**config.mk**
```make
export PLATFORM = sky130hd
export DESIGN_NAME = cpwm_channel
export DESIGN_NICKNAME = d
export VERILOG_FILES = /design/src/rtl/cpwm_pkg.sv /design/src/rtl/cpwm_regs.sv /design/src/rtl/cpwm_dither.sv /design/src/rtl/cpwm_timebase.sv /design/src/rtl/cpwm_deadtime.sv /design/src/rtl/cpwm_channel.sv
export SDC_FILE = /design/constraint.sdc
export NUM_CORES = 1
export LEC_CHECK = 0
export ABC_AREA = 1
export BUFFER_PORTS_ARGS = -buffer_cell sky130_fd_sc_hd__buf_4
export CAP_MARGIN = 40
export CORE_MARGIN = 1.5
export CORE_UTILIZATION = 45
export CTS_CLUSTER_SIZE = 28
export DETAILED_ROUTE_END_ITERATION = 8
export GPL_TIMING_DRIVEN = 0
export PLACE_DENSITY_LB_ADDON = 0.3
export SETUP_SLACK_MARGIN = 0.15
export SLEW_MARGIN = 20
export SYNTH_ARGS = -nofsm -noshare
export SYNTH_HDL_FRONTEND = slang
export SYNTH_SLANG_ARGS = --single-unit
```
**constraint.sdc**
```tcl
create_clock -name clk -period 6 [get_ports clk]
set_clock_uncertainty 0.2 [all_clocks]
set_input_delay 0.3 -clock clk [delete_from_list [all_inputs] [get_ports clk]]
set_output_delay 0.3 -clock clk [all_outputs]
set_load 0.005 [all_outputs]
```
**src/rtl/cpwm_pkg.sv**
```systemverilog
package cpwm_pkg;
  localparam int FRAC_W = 4;

  typedef enum logic [1:0] {
    SEL_PERIOD = 2'd0,
    SEL_DUTY   = 2'd1,
    SEL_PHASE  = 2'd2,
    SEL_DEAD   = 2'd3
  } cpwm_sel_e;
endpackage

```
**src/rtl/cpwm_regs.sv**
```systemverilog
module cpwm_regs import cpwm_pkg::*; #(
  parameter int CNT_W = 16,
  parameter int DT_W  = 6
) (
  input  logic                      clk,
  input  logic                      rst,
  input  logic                      wr_en,
  input  logic [1:0]                wr_sel,
  input  logic [CNT_W+FRAC_W-1:0]   wr_data,
  input  logic                      upd_set,
  input  logic                      xfer,
  output logic [FRAC_W-1:0]         nxt_per_f,
  output logic [FRAC_W-1:0]         nxt_duty_f,
  output logic [CNT_W-1:0]          nxt_ph_i,
  output logic [CNT_W-1:0]          act_per_i,
  output logic [CNT_W-1:0]          act_duty_i,
  output logic [CNT_W-1:0]          act_ph_i,
  output logic [DT_W-1:0]           act_dt,
  output logic                      pend
);
  localparam int VAL_W = CNT_W + FRAC_W;
  localparam int NVAL  = 3;

  logic [VAL_W-1:0] sh  [NVAL];
  logic [VAL_W-1:0] act [NVAL];
  logic [VAL_W-1:0] nxt [NVAL];
  logic [DT_W-1:0]  sh_dt;

  for (genvar gi = 0; gi < NVAL; gi++) begin : g_sel
    assign nxt[gi] = xfer ? sh[gi] : act[gi];
  end

  always_ff @(posedge clk) begin
    if (rst) begin
      for (int i = 0; i < NVAL; i++) begin
        sh[i]  <= '0;
        act[i] <= '0;
      end
      sh_dt  <= '0;
      act_dt <= '0;
      pend   <= 1'b0;
    end else begin
      if (wr_en) begin
        case (cpwm_sel_e'(wr_sel))
          SEL_PERIOD: sh[0] <= wr_data;
          SEL_DUTY:   sh[1] <= wr_data;
          SEL_PHASE:  sh[2] <= wr_data;
          default:    sh_dt <= wr_data[DT_W-1:0];
        endcase
      end
      if (xfer) begin
        for (int i = 0; i < NVAL; i++) act[i] <= sh[i];
        act_dt <= sh_dt;
      end
      pend <= (pend & ~xfer) | upd_set;
    end
  end

  assign nxt_per_f  = nxt[0][FRAC_W-1:0];
  assign nxt_duty_f = nxt[1][FRAC_W-1:0];
  assign nxt_ph_i   = nxt[2][VAL_W-1:FRAC_W];
  assign act_per_i  = act[0][VAL_W-1:FRAC_W];
  assign act_duty_i = act[1][VAL_W-1:FRAC_W];
  assign act_ph_i   = act[2][VAL_W-1:FRAC_W];

  // a transfer without a fresh request leaves nothing pending
  assert_pend_clear_R3: assert property (@(posedge clk) disable iff (rst)
    ($past(xfer) && !$past(upd_set)) |-> !pend)
    else $error("pending flag kept after transfer");
endmodule

```
**src/rtl/cpwm_dither.sv**
```systemverilog
module cpwm_dither #(
  parameter int FRAC_W = 4
) (
  input  logic              clk,
  input  logic              rst,
  input  logic              clr,
  input  logic              step,
  input  logic [FRAC_W-1:0] frac,
  output logic              extra
);
  logic [FRAC_W-1:0] acc;

  always_ff @(posedge clk) begin
    if (rst || clr) begin
      acc   <= '0;
      extra <= 1'b0;
    end else if (step) begin
      {extra, acc} <= {1'b0, acc} + {1'b0, frac};
    end
  end
endmodule

```
**src/rtl/cpwm_timebase.sv**
```systemverilog
module cpwm_timebase #(
  parameter int CNT_W  = 16,
  parameter int FRAC_W = 4,
  parameter bit MASTER = 1'b1
) (
  input  logic              clk,
  input  logic              rst,
  input  logic              en,
  input  logic              sync_in,
  input  logic [CNT_W-1:0]  act_per_i,
  input  logic [CNT_W-1:0]  act_duty_i,
  input  logic [FRAC_W-1:0] nxt_per_f,
  input  logic [FRAC_W-1:0] nxt_duty_f,
  input  logic [CNT_W-1:0]  nxt_ph_i,
  output logic              start,
  output logic [CNT_W-1:0]  cnt,
  output logic              raw_q
);
  localparam int LEN_W = CNT_W + 1;
  localparam int NDITH = 2;

  logic [FRAC_W-1:0] fr  [NDITH];
  logic [NDITH-1:0]  ext;
  logic [LEN_W-1:0]  per_len, duty_len, cnt_ext;
  logic              last;

  assign fr[0] = nxt_per_f;
  assign fr[1] = nxt_duty_f;

  for (genvar gi = 0; gi < NDITH; gi++) begin : g_dith
    cpwm_dither #(.FRAC_W(FRAC_W)) u_dither (
      .clk   (clk),
      .rst   (rst),
      .clr   (~en),
      .step  (start),
      .frac  (fr[gi]),
      .extra (ext[gi])
    );
  end

  assign cnt_ext  = {1'b0, cnt};
  assign per_len  = {1'b0, act_per_i}  + LEN_W'(ext[0]);
  assign duty_len = {1'b0, act_duty_i} + LEN_W'(ext[1]);
  assign last     = (cnt_ext + LEN_W'(1)) >= per_len;
  assign start    = en & (MASTER ? last : sync_in);

  always_ff @(posedge clk) begin
    if (rst) begin
      cnt   <= '0;
      raw_q <= 1'b0;
    end else begin
      raw_q <= en & (cnt_ext < duty_len);
      if (!en)        cnt <= '0;
      else if (start) cnt <= nxt_ph_i;
      else if (!last) cnt <= cnt + CNT_W'(1);
    end
  end

  // a channel at its terminal count without a start keeps its counter
  assert_hold_R9: assert property (@(posedge clk) disable iff (rst)
    (en && last && !start) |=> (!$past(en) || cnt == $past(cnt)))
    else $error("counter moved while waiting for start");
endmodule

```
**src/rtl/cpwm_deadtime.sv**
```systemverilog
module cpwm_deadtime #(
  parameter int DT_W = 6
) (
  input  logic            clk,
  input  logic            rst,
  input  logic            en,
  input  logic            raw,
  input  logic [DT_W-1:0] dt,
  output logic            h_q,
  output logic            l_q
);
  localparam logic [DT_W-1:0] SMAX = '1;

  logic            raw_d;
  logic [DT_W-1:0] since, since_n;
  logic            chg, ok;

  assign chg     = raw ^ raw_d;
  assign since_n = chg ? '0 : ((since == SMAX) ? since : since + DT_W'(1));
  assign ok      = since_n >= dt;

  always_ff @(posedge clk) begin
    if (rst) begin
      raw_d <= 1'b0;
      since <= '0;
      h_q   <= 1'b0;
      l_q   <= 1'b0;
    end else begin
      raw_d <= raw;
      since <= since_n;
      h_q   <= raw & ok;
      l_q   <= ~raw & en & ok;
    end
  end

  assert_no_overlap_R8: assert property (@(posedge clk) disable iff (rst)
    !(h_q && l_q))
    else $error("both pins on");
endmodule

```
**src/rtl/cpwm_channel.sv**
```systemverilog
module cpwm_channel import cpwm_pkg::*; #(
  parameter int CNT_W  = 16,
  parameter int DT_W   = 6,
  parameter bit MASTER = 1'b1
) (
  input  logic                    clk,
  input  logic                    rst,
  input  logic                    en,
  input  logic                    wr_en,
  input  logic [1:0]              wr_sel,
  input  logic [CNT_W+FRAC_W-1:0] wr_data,
  input  logic                    upd_req,
  input  logic                    upd_in,
  input  logic                    sync_in,
  output logic                    pwm_raw,
  output logic                    pwm_h,
  output logic                    pwm_l,
  output logic                    eoc,
  output logic                    upd_bcast
);
  logic [FRAC_W-1:0] nxt_per_f, nxt_duty_f;
  logic [CNT_W-1:0]  nxt_ph_i, act_per_i, act_duty_i, act_ph_i, cnt;
  logic [DT_W-1:0]   act_dt;
  logic              pend, start, xfer, upd_set;

  assign upd_set   = upd_req | upd_in;
  assign xfer      = pend & (start | ~en);
  assign upd_bcast = pend;

  cpwm_regs #(.CNT_W(CNT_W), .DT_W(DT_W)) u_regs (
    .clk        (clk),
    .rst        (rst),
    .wr_en      (wr_en),
    .wr_sel     (wr_sel),
    .wr_data    (wr_data),
    .upd_set    (upd_set),
    .xfer       (xfer),
    .nxt_per_f  (nxt_per_f),
    .nxt_duty_f (nxt_duty_f),
    .nxt_ph_i   (nxt_ph_i),
    .act_per_i  (act_per_i),
    .act_duty_i (act_duty_i),
    .act_ph_i   (act_ph_i),
    .act_dt     (act_dt),
    .pend       (pend)
  );

  cpwm_timebase #(.CNT_W(CNT_W), .FRAC_W(FRAC_W), .MASTER(MASTER)) u_tb (
    .clk        (clk),
    .rst        (rst),
    .en         (en),
    .sync_in    (sync_in),
    .act_per_i  (act_per_i),
    .act_duty_i (act_duty_i),
    .nxt_per_f  (nxt_per_f),
    .nxt_duty_f (nxt_duty_f),
    .nxt_ph_i   (nxt_ph_i),
    .start      (start),
    .cnt        (cnt),
    .raw_q      (pwm_raw)
  );

  cpwm_deadtime #(.DT_W(DT_W)) u_dt (
    .clk (clk),
    .rst (rst),
    .en  (en),
    .raw (pwm_raw),
    .dt  (act_dt),
    .h_q (pwm_h),
    .l_q (pwm_l)
  );

  always_ff @(posedge clk) begin
    if (rst) eoc <= 1'b0;
    else     eoc <= start;
  end

  // the first clock of every cycle sees the counter at the phase value
  assert_eoc_phase_R10: assert property (@(posedge clk) disable iff (rst)
    eoc |-> (cnt == act_ph_i))
    else $error("cycle did not start at phase");

  // eoc only follows a clock in which the channel was enabled
  assert_eoc_en_R4: assert property (@(posedge clk) disable iff (rst)
    eoc |-> $past(en))
    else $error("eoc while disabled");

  // a disabled channel drives no raw level, no low pin and no eoc
  assert_idle_low_R11: assert property (@(posedge clk) disable iff (rst)
    !$past(en) |-> (!pwm_raw && !pwm_l && !eoc))
    else $error("output active while disabled");

  // once a start has taken the update, the broadcast drops unless re-requested
  assert_bcast_clear_R3: assert property (@(posedge clk) disable iff (rst)
    (eoc && $past(upd_bcast) && !$past(upd_set)) |-> !upd_bcast)
    else $error("broadcast stuck after start");
endmodule

```
==> impl_metrics.json, run 1 <==
{
  "initialDrtViolationCount": 367,
  "dp_slack_ns": 1.25,
  "ys_ff_latch": 162,
  "cts_made_buffers": 17,
  "startpoint": "u_tb.g_dith[0].u_dither.extra",
  "drc": 0,
  "setup_tns_ns": 0,
  "hold_start": "wr_data[18]",
  "hpwl_mm": 12.9,
  "crit_type": "flip-flop to flip-flop",
  "clock-sinks": 162,
  "final_nets": 1014,
  "ys_top_cells_by_area": "edfxtp_1, dfxtp_1, ha_1",
  "ant_nets": 0,
  "syn_nets": 955,
  "final_cell_mix": "inv_1, nand2_1, nor2_1",
  "crit_fanout": 10,
  "rr_startpoint": "u_tb.g_dith[0].u_dither.extra",
  "coreArea_um2": 18000,
  "initial_core_util_pct": 46.1,
  "vias": 5752,
  "cts_hold_buf": 6,
  "finalNonFillerCells": 1173,
  "dr.pass1.iters": 4,
  "post_cts.repair.setup_buffers": 0,
  "drive_gt1_share_pct": 11.7,
  "maxCapViolations": 0,
  "cts_root_buf": "clkbuf_16",
  "status": "finished clean",
  "p_leak_uw": 0.00437,
  "antenna_found_initial": 0,
  "synth_area_um2": 8310,
  "grt_max_degree": 57,
  "dp.cells": 1135,
  "whs_ns": 0.0379,
  "wire_per_inst_um": 14.5,
  "grt_overflow": 0,
  "wl_met2_mm": 7.59,
  "max_freq_ghz": 0.213,
  "p_per_area_nw_per_um2": 288,
  "start_kind": "flip-flop",
  "worst_pin_slew_ns": 0.775,
  "synth_edf_count": 112,
  "syn2layout_area_growth_pct": 16.0,
  "cts_tree": "yes",
  "wl_met3_um": 762,
  "globalplace.congestion": 0.886,
  "setup_violations": 0,
  "post_cts_resized": 0,
  "cts_buffer_depth": 2,
  "crit_path_end_kind": "flip-flop",
  "syn_area_per_cell_um2": 9.53,
  "synth_cell_types": 42,
  "via_per_inst": 4.90,
  "num_io_pins": 34,
  "ys_seq_area_share_pct": 52.5,
  "async_flop_share_pct": 0,
  "yosysTopAreaCellShare_pct": 40.5,
  "die_area_um2": 19300,
  "final_util_pct": 53.5,
  "hp-class": "primary input to flip-flop",
  "fin_ws_ns": 1.30,
  "rsz0062_at_grt": "false",
  "mostFrequentLayoutCell": "inv_1",
  "wl_met1_mm": 8.29,
  "synth_top_cell_by_area": "edfxtp_1",
  "arrival_ns": 4.82,
  "grt_pass1_wl_mm": 28.2,
  "wl_mm": 17.0,
  "post-route-min-period_ns": 4.70,
  "num_antenna_cells": 0,
  "clock_latency_ns": 0.42,
  "fp.dieW_um": 139,
  "port_buffers": 31,
  "grt_pass1_vias": 5670,
  "maxSlewHeadroom_pct": 48.2,
  "h-tree-depth": 4,
  "max-vdd-ir-drop_v": 0.000196,
  "nFillCells": 1658,
  "syn_inst": 872,
  "row_count": 49,
  "highest_layer": "met4",
  "cts.clk_slew.worst_paths_ns": 0.06,
  "min_period_over_period_pct": 78.3,
  "die_h_um": 139,
  "drv_slew": 0,
  "ys_warn_count": 0,
  "grt.total_usage_pct": 18.7,
  "synth_top_flop_cell": "edfxtp_1",
  "hold_viol_final": 0,
  "cp_data_required_time_ns": 6.12
}
-- report_power, final --
part / leakage (uW) / total, uW / switching [uW] / internal (uW)
Clock: 0.000324 / 1260 / 434 / 824
Sequential: 0.00155 / 1300 / 35.0 / 1270
Combinational: 0.00250 / 211 / 133 / 78.3
-- sequential cells by signal, indices dropped and copies added, names as in the netlist --
| signal | cells |
|---|---|
| u_regs.act | 56 |
| u_regs.sh | 56 |
| u_tb.cnt | 16 |
| u_tb.g_dith.u_dither.acc | 8 |
| u_dt.since | 6 |
| u_regs.act_dt | 6 |
| u_regs.sh_dt | 6 |
| u_tb.g_dith.u_dither.extra | 2 |
| eoc | 1 |
| u_dt.h_q | 1 |
| u_dt.l_q | 1 |
| u_dt.raw_d | 1 |
| u_regs.pend | 1 |
| u_tb.raw_q | 1 |
-- final timing paths --
kind	to	slack, ns	cells after the start
max reg2reg	u_tb.g_dith[0].u_dither.acc[3]	1.30	26
min	u_regs.sh[0][18]	0.04	3
min reg2reg	u_regs.sh_dt[4]	0.27	2
max	u_tb.g_dith[0].u_dither.acc[3]	1.30	26
-- metal layers --
layer / up-vias / track usage [%]
li1: 2957 / -
met1: 2655 / 25.7
met2: 115 / 29.4
met3: 25 / 3.38
met4: 0 / 7.68
met5: - / 0
-- through the flow --
step	power, uW	area (um^2)
2_1_floorplan	1450	8310
3_3_place_gp	1520	8830
3_5_place_dp	1530	8890
4_1_cts	2790	9640
5_1_grt	2870	9640
6_report	2770	9640
-- synth_stat cells (5+ instances only) --
master	count
a21oi_1	38
a31oi_1	6
buf_6	10
clkbuf_1	7
dfxtp_1	50
edfxtp_1	112
ha_1	52
inv_1	163
nand2_1	122
nand3_1	35
nand4_1	9
nor2_1	115
nor3_1	6
o211ai_1	12
o21ai_0	31
o22ai_2	5
xnor2_1	13
xor2_1	32
-- logic make-up after synthesis --
logic type | after synthesis | synth area share (%)
simple gates | 318 | 17.3
buf+inv | 187 | 9.50
flops | 162 | 52.5
compound gates | 106 | 7.65
fa+ha+maj | 54 | 8.31
xor+xnor | 45 | 4.74
-- area by class of cell --
type	count	area, um^2	area share, %
sequential	162	4360	45.3
multi-input combinational	523	3160	32.8
inverter	166	626	6.49
clock buffer	19	433	4.49
timing repair buffer	40	350	3.63
tap	229	287	2.97
clock inverter	13	255	2.65
buffer	21	164	1.70
-- critical path, stage by stage, from the launching register on --
cell and delay [ns]:
dfxtp_1 0.34, ha_1 0.17, ha_1 0.20, nand2_1 0.10
nor3_2 0.27, nand4_1 0.21, nor3b_2 0.29, nand2_1 0.11
nor2_1 0.10, o22ai_1 0.09, ha_1 0.31, nand2_1 0.05
nor2_1 0.13, nand2_1 0.12, inv_1 0.07, nand2_1 0.11
nand3_2 0.12, nand2_4 0.12, buf_2 0.20, o21ai_0 0.36
ha_1 0.32, a21oi_1 0.14, o21ai_0 0.12, xnor2_1 0.15
nand2_1 0.07, o211ai_1 0.08, inv_1 0.06
Power figures use the tool's default switching activity.
==> run 2: changes to the inputs <==
==> constraint.sdc (replaced) <==
create_clock -name clk -period 4 [get_ports clk]
set_clock_uncertainty 0.2 [all_clocks]
set_input_delay 0.2 -clock clk [delete_from_list [all_inputs] [get_ports clk]]
set_output_delay 0.2 -clock clk [all_outputs]
set_load 0.005 [all_outputs]
==> impl_metrics.json, run 2 (synthesized netlist as in run 1, its figures left out) <==
{
  "status": "finished with violations",
  "violations": "setup timing",
  "antenna_found_initial": 0,
  "grt_max_degree": 32,
  "hold_start": "wr_sel[1]",
  "p_leak_uw": 0.00451,
  "coreArea_um2": 18000,
  "port_buffers": 31,
  "fp.dieW_um": 139,
  "final_cell_mix": "inv_1, nand2_1, edfxtp_1",
  "die_h_um": 139,
  "die_area_um2": 19300,
  "drv_slew": 0,
  "max-vdd-ir-drop_v": 0.000313,
  "p_per_area_nw_per_um2": 383,
  "ant_nets": 0,
  "initial_core_util_pct": 46.1,
  "globalplace.congestion": 0.900,
  "rsz0062_at_grt": "true",
  "seq_area_um2": 4370,
  "cts_tree": "yes",
  "seqPwrFrac_pct": 50.6,
  "setup_tns_ns": -0.423,
  "whs_ns": 0.0168,
  "fin_ws_ns": -0.103,
  "p_sw_share_pct": 24.8,
  "max_freq_ghz": 0.244,
  "finalNonFillerCells": 1208,
  "mostFrequentLayoutCell": "inv_1",
  "clock-sinks": 162,
  "h-tree-depth": 4,
  "grt_overflow": 0,
  "dr.pass1.iters": 5,
  "rr_startpoint": "u_regs.act[0][4]",
  "worst_pin_slew_ns": 0.755,
  "cts.clk_slew.worst_paths_ns": 0.06,
  "min_period_over_period_pct": 103,
  "comb_power_share_pct": 9.5,
  "vias": 5987,
  "post-route-min-period_ns": 4.10,
  "drc": 0,
  "clock_latency_ns": 0.43,
  "grt.total_usage_pct": 19.1,
  "grt_pass1_vias": 5727,
  "nFillCells": 1604,
  "hpwl_mm": 12.8,
  "wire_per_inst_um": 14.8,
  "num_antenna_cells": 0,
  "row_count": 49,
  "power_frac_clock_pct": 39.9,
  "cts_made_buffers": 17,
  "setup_violations": 8,
  "crit_type": "flip-flop to flip-flop",
  "hold_viol_final": 0,
  "dp_slack_ns": -0.574,
  "wl_mm": 17.9,
  "via_per_inst": 4.96,
  "top_usage_layer": "met2",
  "use_met1_pct": 25.9,
  "met2_usage_pct": 31.2,
  "initialDrtViolationCount": 399,
  "num_io_pins": 34,
  "multi_input_area_um2": 3430,
  "arrival_ns": 4.23,
  "cts_buffer_depth": 2,
  "p_switching_uw": 958,
  "hp-class": "primary input to flip-flop",
  "startpoint": "u_regs.act[0][4]",
  "drive_gt1_share_pct": 16.3,
  "top_regs": "u_regs.act: 56 flops, u_regs.sh: 56 flops, u_tb.cnt: 16 flops",
  "syn2layout_area_growth_pct": 21.6,
  "grt_pass1_wl_mm": 28.6,
  "final_nets": 1049,
  "maxCapViolations": 0,
  "dp.cells": 1134,
  "cts_root_buf": "clkbuf_16",
  "p_int_uw": 2910,
  "crit_path_end_kind": "flip-flop",
  "crit_fanout": 6,
  "maxSlewHeadroom_pct": 49.5,
  "cp_data_required_time_ns": 4.12,
  "use_met3_pct": 3.31,
  "start_kind": "flip-flop"
}
run 2: changes by cell type in the layout (fill, tap and decap cells not counted), moves of 4 or more:
cell / change
buf_4: +15
o21ai_0: -12
nor2_1: -5
dlygate4sd3_1: +18
nor2_4: +4
ha_4: +7
o21ai_1: +6
ha_1: -7
nand2_1: -5
bufinv_16: -6
run 2: power groups by stage:
stage               logic (uW)  clock network, uW  registers, uW
floorplan                  208                  0           1970
global placement           297                  0           1990
detailed placement         308                  0           1990
CTS                        351               1560           1950
global route               415               1630           1970
finish                     368               1540           1960
run 2: metrics by stage:
step | utilization, % | total power [uW] | cell area (um^2)
final | 56.0 | 3870 | 10100
after global routing | 56.0 | 4010 | 10100
after CTS | 55.0 | 3870 | 9910
after detailed placement | 49.2 | 2300 | 8880
after global placement | 49.0 | 2290 | 8840
after floorplan | - | 2180 | 8320
run 2: worst paths after layout:
| check | endpoint | slack, ns | cells after the start |
|---|---|---|---|
| hold reg to reg | u_regs.sh_dt[4] | 0.27 | 2 |
| hold / removal | u_regs.sh_dt[5] | 0.02 | 4 |
| setup / recovery | u_tb.g_dith[1].u_dither.acc[3] | -0.10 | 27 |
| setup reg to reg | u_tb.g_dith[1].u_dither.acc[3] | -0.10 | 27 |
run 2: critical path, stage by stage (launching register included):
cell	delay, ns
edfxtp_1	0.39
ha_4	0.17
ha_4	0.14
nand2_4	0.05
nor3_4	0.16
nand4_1	0.17
nor3b_2	0.26
nand2_1	0.12
buf_4	0.15
o22ai_4	0.17
ha_4	0.23
nand2_1	0.06
a21oi_1	0.06
nor2_1	0.11
nand2_1	0.11
nor2_4	0.13
nand3_2	0.08
nand2_4	0.13
buf_8	0.14
nand2_1	0.08
o21ai_4	0.08
ha_4	0.24
a21oi_2	0.14
nand2_1	0.08
xnor2_1	0.15
nand2_1	0.07
o211ai_1	0.07
inv_1	0.05
run 2: area by class of cell:
class                   count  share of cell area [%]
inverters                 166                    6.19
plain buffers              21                    1.80
clock buffers              18                    4.25
clock inverters            14                    1.30
repair buffers             74                    6.42
flip-flops and latches    162                    43.2
well taps                 229                    2.84
multi-input cells         524                    34.0
run 2: metal layers:
metal / wire, um / vias up / part of all wire, %
met5: 0 / - / 0
met4: 247 / 0 / 1.4
met3: 667 / 19 / 3.7
met2: 8500 / 114 / 48
met1: 8470 / 2821 / 47
li1: - / 3033 / -
run 2: repair_timing:
action	in CTS	in global routing
gates cloned	1	1
buffers inserted	8	8
endpoints found under the setup margin	75	144
hold endpoints to repair	64	0
gates resized for setup	43	20
pin swaps	24	36
hold buffers	24	0
